`src/rtl/sp_pkg.sv`:
```
package sp_pkg;
  localparam int SP_COLS = 2;
  localparam int SP_ROWS = 4;
  localparam int NPIX    = SP_COLS * SP_ROWS;
  localparam int ADDR_W  = 13;
  localparam int BCID_W  = 9;
  localparam int PKT_W   = ADDR_W + BCID_W + NPIX;

  typedef struct packed {
    logic [ADDR_W-1:0] addr;
    logic [BCID_W-1:0] bcid;
    logic [NPIX-1:0]   map;
  } sp_pkt_t;
endpackage

```
`src/rtl/sp_hit_merge.sv`:
```
module sp_hit_merge
  import sp_pkg::*;
(
  input  logic [NPIX-1:0]   hit_i,
  input  logic [BCID_W-1:0] bcid_i,
  input  logic [ADDR_W-1:0] addr_i,
  output sp_pkt_t           pkt_o,
  output logic              any_o
);
  logic [SP_ROWS-1:0] row_any;
  logic [NPIX-1:0]    map;

  // pixel index = row * SP_COLS + col
  for (genvar r = 0; r < SP_ROWS; r++) begin : g_row
    for (genvar c = 0; c < SP_COLS; c++) begin : g_col
      assign map[r*SP_COLS+c] = hit_i[r*SP_COLS+c];
    end
    assign row_any[r] = |hit_i[r*SP_COLS +: SP_COLS];
  end

  assign any_o = |row_any;

  always_comb begin
    pkt_o.addr = addr_i;
    pkt_o.bcid = bcid_i;
    pkt_o.map  = map;
  end
endmodule

```
`src/rtl/sp_pkt_fifo.sv`:
```
module sp_pkt_fifo #(
  parameter int DEPTH = 2,
  parameter int WIDTH = 30
) (
  input  logic             clk_i,
  input  logic             rst_ni,
  input  logic             push_i,
  input  logic [WIDTH-1:0] data_i,
  output logic             drop_o,
  output logic             valid_o,
  input  logic             ready_i,
  output logic [WIDTH-1:0] data_o
);
  localparam int PTR_W = (DEPTH > 1) ? $clog2(DEPTH) : 1;
  localparam int CNT_W = $clog2(DEPTH + 1);
  localparam logic [PTR_W-1:0] LAST = PTR_W'(DEPTH - 1);

  logic [WIDTH-1:0] mem_q [DEPTH];
  logic [PTR_W-1:0] wr_q, rd_q;
  logic [CNT_W-1:0] cnt_q;
  logic pop, accept;

  assign valid_o = cnt_q != '0;
  assign data_o  = mem_q[rd_q];
  assign pop     = valid_o && ready_i;
  assign accept  = push_i && ((cnt_q < CNT_W'(DEPTH)) || pop);
  assign drop_o  = push_i && !accept;

  always_ff @(posedge clk_i or negedge rst_ni) begin
    if (!rst_ni) begin
      wr_q  <= '0;
      rd_q  <= '0;
      cnt_q <= '0;
    end else begin
      if (accept) wr_q <= (wr_q == LAST) ? '0 : wr_q + 1'b1;
      if (pop)    rd_q <= (rd_q == LAST) ? '0 : rd_q + 1'b1;
      case ({accept, pop})
        2'b10:   cnt_q <= cnt_q + 1'b1;
        2'b01:   cnt_q <= cnt_q - 1'b1;
        default: cnt_q <= cnt_q;
      endcase
    end
  end

  for (genvar i = 0; i < DEPTH; i++) begin : g_slot
    always_ff @(posedge clk_i) begin
      if (accept && wr_q == PTR_W'(i)) mem_q[i] <= data_i;
    end
  end

  a_r5_depth_bound: assert property (@(posedge clk_i) disable iff (!rst_ni)
    cnt_q <= CNT_W'(DEPTH));
  a_r6_hold_stall: assert property (@(posedge clk_i) disable iff (!rst_ni)
    valid_o && !ready_i |=> valid_o && $stable(data_o));
  a_r5_room_accepts: assert property (@(posedge clk_i) disable iff (!rst_ni)
    push_i && cnt_q < CNT_W'(DEPTH) |-> !drop_o);
endmodule

```
`src/rtl/sp_ovf_counter.sv`:
```
module sp_ovf_counter #(
  parameter int W = 8
) (
  input  logic         clk_i,
  input  logic         rst_ni,
  input  logic         inc_i,
  output logic [W-1:0] cnt_o
);
  logic [W-1:0] cnt_q;

  always_ff @(posedge clk_i or negedge rst_ni) begin
    if (!rst_ni)                  cnt_q <= '0;
    else if (inc_i && ~&cnt_q)    cnt_q <= cnt_q + 1'b1;
  end

  assign cnt_o = cnt_q;

  a_r7_ovf_step: assert property (@(posedge clk_i) disable iff (!rst_ni)
    inc_i && ~&cnt_q |=> cnt_o == $past(cnt_o) + 1'b1);
  a_r8_ovf_sticky: assert property (@(posedge clk_i) disable iff (!rst_ni)
    !inc_i || &cnt_q |=> $stable(cnt_o));
endmodule

```
`src/rtl/sp_packet_former.sv`:
```
module sp_packet_former
  import sp_pkg::*;
#(
  parameter int BUF_DEPTH = 2,
  parameter int OVF_W     = 8
) (
  input  logic              clk_i,
  input  logic              rst_ni,
  input  logic [NPIX-1:0]   hit_i,
  input  logic [BCID_W-1:0] bcid_i,
  input  logic [ADDR_W-1:0] sp_addr_i,
  input  logic              pkt_ready_i,
  output logic              pkt_valid_o,
  output logic [PKT_W-1:0]  pkt_data_o,
  output logic [OVF_W-1:0]  ovf_cnt_o
);
  sp_pkt_t new_pkt;
  logic    any_hit, drop;

  sp_hit_merge u_merge (
    .hit_i  (hit_i),
    .bcid_i (bcid_i),
    .addr_i (sp_addr_i),
    .pkt_o  (new_pkt),
    .any_o  (any_hit)
  );

  sp_pkt_fifo #(.DEPTH(BUF_DEPTH), .WIDTH(PKT_W)) u_buf (
    .clk_i   (clk_i),
    .rst_ni  (rst_ni),
    .push_i  (any_hit),
    .data_i  (new_pkt),
    .drop_o  (drop),
    .valid_o (pkt_valid_o),
    .ready_i (pkt_ready_i),
    .data_o  (pkt_data_o)
  );

  sp_ovf_counter #(.W(OVF_W)) u_ovf (
    .clk_i  (clk_i),
    .rst_ni (rst_ni),
    .inc_i  (drop),
    .cnt_o  (ovf_cnt_o)
  );

  a_r1_no_empty_packet: assert property (@(posedge clk_i) disable iff (!rst_ni)
    pkt_valid_o |-> pkt_data_o[NPIX-1:0] != '0);
  a_r2_hit_offers: assert property (@(posedge clk_i) disable iff (!rst_ni)
    any_hit && !drop |=> pkt_valid_o);
  a_r7_drop_only_hits: assert property (@(posedge clk_i) disable iff (!rst_ni)
    drop |-> hit_i != '0 && !(pkt_valid_o && pkt_ready_i));
endmodule

```
`config.mk`:
```
export PLATFORM = sky130hd
export DESIGN_NAME = sp_packet_former
export DESIGN_NICKNAME = d
export VERILOG_FILES = /design/src/rtl/sp_pkg.sv /design/src/rtl/sp_hit_merge.sv /design/src/rtl/sp_pkt_fifo.sv /design/src/rtl/sp_ovf_counter.sv /design/src/rtl/sp_packet_former.sv
export SDC_FILE = /design/constraint.sdc
export NUM_CORES = 1
export LEC_CHECK = 0
export BUFFER_PORTS_ARGS = -buffer_cell sky130_fd_sc_hd__buf_2
export CAP_MARGIN = 15
export CORE_UTILIZATION = 58
export CTS_BUF_LIST = sky130_fd_sc_hd__clkbuf_8
export DETAILED_ROUTE_END_ITERATION = 10
export PLACE_DENSITY = 0.88
export SLEW_MARGIN = 20
export SYNTH_ARGS = -nofsm -noshare
export SYNTH_HDL_FRONTEND = slang
export SYNTH_SLANG_ARGS = --single-unit
```
`constraint.sdc`:
```
create_clock -name clk_i -period 7.1 [get_ports clk_i]
set_input_delay 1.42 -clock clk_i [delete_from_list [all_inputs] [get_ports clk_i]]
set_output_delay 1.42 -clock clk_i [all_outputs]
set_load 0.1 [all_outputs]
```
==> run summary <==
Timing
- setup total negative slack: 0 ps
- max-slew headroom at the worst pin: 0.573
- setup repair after global routing missed its margin: false
- final worst path period share: 0.487
- number of setup violations in the final report: 0
- final hold violation count: 0
- worst slew pin tran: 634 ps
- final critical-path required period: 3460 ps
- maximum clock rate: 0.289 GHz
- max-slew violation count: 0
- Setup Skew: 3.38 ps
- WHS: 510 ps

Setup path
- number of buffers and inverters on the critical path: 2
- startpoint types: flop
- category of cells accounting for the largest share of critical-path delay: flip-flops
- largest stage delay on the critical path: 660 ps
- critical-path maximum fanout: 20
- kind of critical path: reg2out
- slowest library cell on the worst path: dfrtp_1
- CP required: 5680 ps
- arrival time at the worst endpoint: 2040 ps
- cells along the critical path: buf_4 -> mux2_2 -> buf_2
- endpoint kind of the worst setup timing path: output port

Route
- Via-to-Cell Ratio: 5.45
- number of design-rule violations left by the first detailed-router iteration: 99
- residual DRC count: 6
- drt first pass iters: 10
- Routed Antenna Nets: 0
- detailed-route via count: 1552
- routed wire length: 4690 um
- detailed-route wire length per cell: 16.5 um

Floorplan
- Chip Width: 71.1 um
- Rows: 24
- initial standard-cell utilization of the core: 0.619
- Die H: 71.1 um
- boundary pin count: 72
- core area: 4470 sq um
- Die Area: 5050 sq um

Final layout
- area delta synth->final: 22.9%
- filler instances: 263
- utilization of the core after routing: 0.761
- layout cells sized above 1: 0.545
- Non-Filler Instances: 285
- number of antenna cells inserted: 0
- most common cell after layout, fill and taps aside: buf_2
- most frequent cells in the layout: buf_2 (71), edfxtp_1 (60), mux2_2 (31)
- Net count, final: 263

Synth
- summed instance area of the synthesized netlist: 2770 sq um
- Mapped Nets: 182
- Avg Cell Area, Syn: 18.8 sq um
- Yosys Warn Count: 0
- Distinct cells, synth: 25
- share of the synthesized area in the top cell type: 0.651
- cell count after synthesis: 147
- flops & latches, synth: 72
- post-synth top area cell: edfxtp_1
- top cells by area in the synthesized netlist: edfxtp_1 (65%), mux2_2 (13%), dfrtp_1 (11%)
- post-synthesis sequential area ratio: 0.759

Clock tree
- later-pin clock latency in the skew report: 330 ps
- Clock Sinks: 72
- Root Buffer: clkbuf_8
- clock-pin slew of the registers on the worst-case setup and hold paths: 70 ps
- cts bufs inserted: 9
- Hold-fix buffers, CTS: 0
- Max Root-Sink Buffers: 2
- CTS H-tree lvls: 3
- clock tree from TritonCTS: yes
- # Post-CTS Setup Buffers: 0
- Resize count post-CTS: 0

Placed design
- HPWL after detailed placement: 3210 um
- Final Wtd Congestion: 0.696
- post-placement cell count: 269
- number of port buffers: 71

Global route
- number of antenna violations at the first check in global routing: 0
- global route overflow: 0
- global-route wire length before repair: 7160 um
- vias in the first global route: 1540
- largest net degree at the start of global routing: 27
- All-Layer GR Usage: 0.201

Outcome
- result of the run: finished with violations
- failing checks: DRC

Job
- max-cap check violation count: 0

Hold path
- Hold/Removal Path Class: reg2reg

metrics by stage:
| step | worst slack (ps) | area (sq um) |
|---|---|---|
| after floorplan | 3660 | 2770 |
| after global placement | 3800 | 3190 |
| after detailed placement | 3680 | 3190 |
| after CTS | 3630 | 3400 |
| after global routing | 3560 | 3400 |
| final | 3640 | 3400 |
cells in the mapped netlist, drive strengths merged:
cell	n
edfxtp	60
mux2	32
dfrtp	12
and3	5
a21oi	4
a31oi	4
buf	4
xor2	4
nor2	3
xnor2	3
and2	2
ha	2
nand2b	2
or4	2
and4	1
inv	1
nand2	1
nand4	1
nor2b	1
o21ai	1
o21ba	1
or2	1
layer usage:
layer  part of all wire  vias to the layer above  GRT usage
met1               0.41                      761      0.229
met3              0.051                       10     0.0527
met5                  0                        -          0
met4              0.022                        0      0.127
li1                   -                      728          -
met2               0.51                       53      0.341
worst paths after layout:
check / end / cells past startpoint / slack (ps) / startpoint
worst max-delay path: pkt_data_o[8] / 3 / 3640 / u_buf.rd_q
worst min-delay path: u_buf.cnt_q[1] / 1 / 510 / u_buf.cnt_q[1]
worst max register to register: u_buf.mem_q[1][11] / 4 / 5320 / u_buf.cnt_q[1]
worst min register to register: u_buf.cnt_q[1] / 1 / 510 / u_buf.cnt_q[1]
max in group asynchronous: u_ovf.cnt_o[7] / 1 / 5930 / rst_ni
min in group asynchronous: u_buf.cnt_q[0] / 1 / 950 / rst_ni
sequential cells by signal (all words and copies together), names as in the netlist:
| name | count |
|---|---|
| u_buf.cnt_q | 2 |
| u_buf.mem_q | 60 |
| u_buf.rd_q | 1 |
| u_buf.wr_q | 1 |
| u_ovf.cnt_o | 8 |
layout make-up:
type / count / area (sq um) / area share
Clock buffer: 9 / 124 / 0.0364
Clock inverter: 7 / 85.1 / 0.0250
Inverter: 1 / 3.75 / 0.00110
Multi-Input combinational cell: 70 / 646 / 0.190
Sequential cell: 72 / 2100 / 0.618
Tap cell: 52 / 65.1 / 0.0191
Timing Repair Buffer: 74 / 378 / 0.111
cells by family after synthesis:
logic type               share of synthesized area
AO/OA/AOI/OAI                               0.0239
XOR/XNOR                                    0.0221
adder cells (fa/ha/maj)                    0.00904
buffers and inverters                      0.00949
flip-flops                                   0.759
multiplexers                                 0.131
AND/OR/NAND/NOR                             0.0447
Power is left out: the tool's default activity adds up to more than one toggle a clock period on the data nets, which glitch-free logic cannot reach.
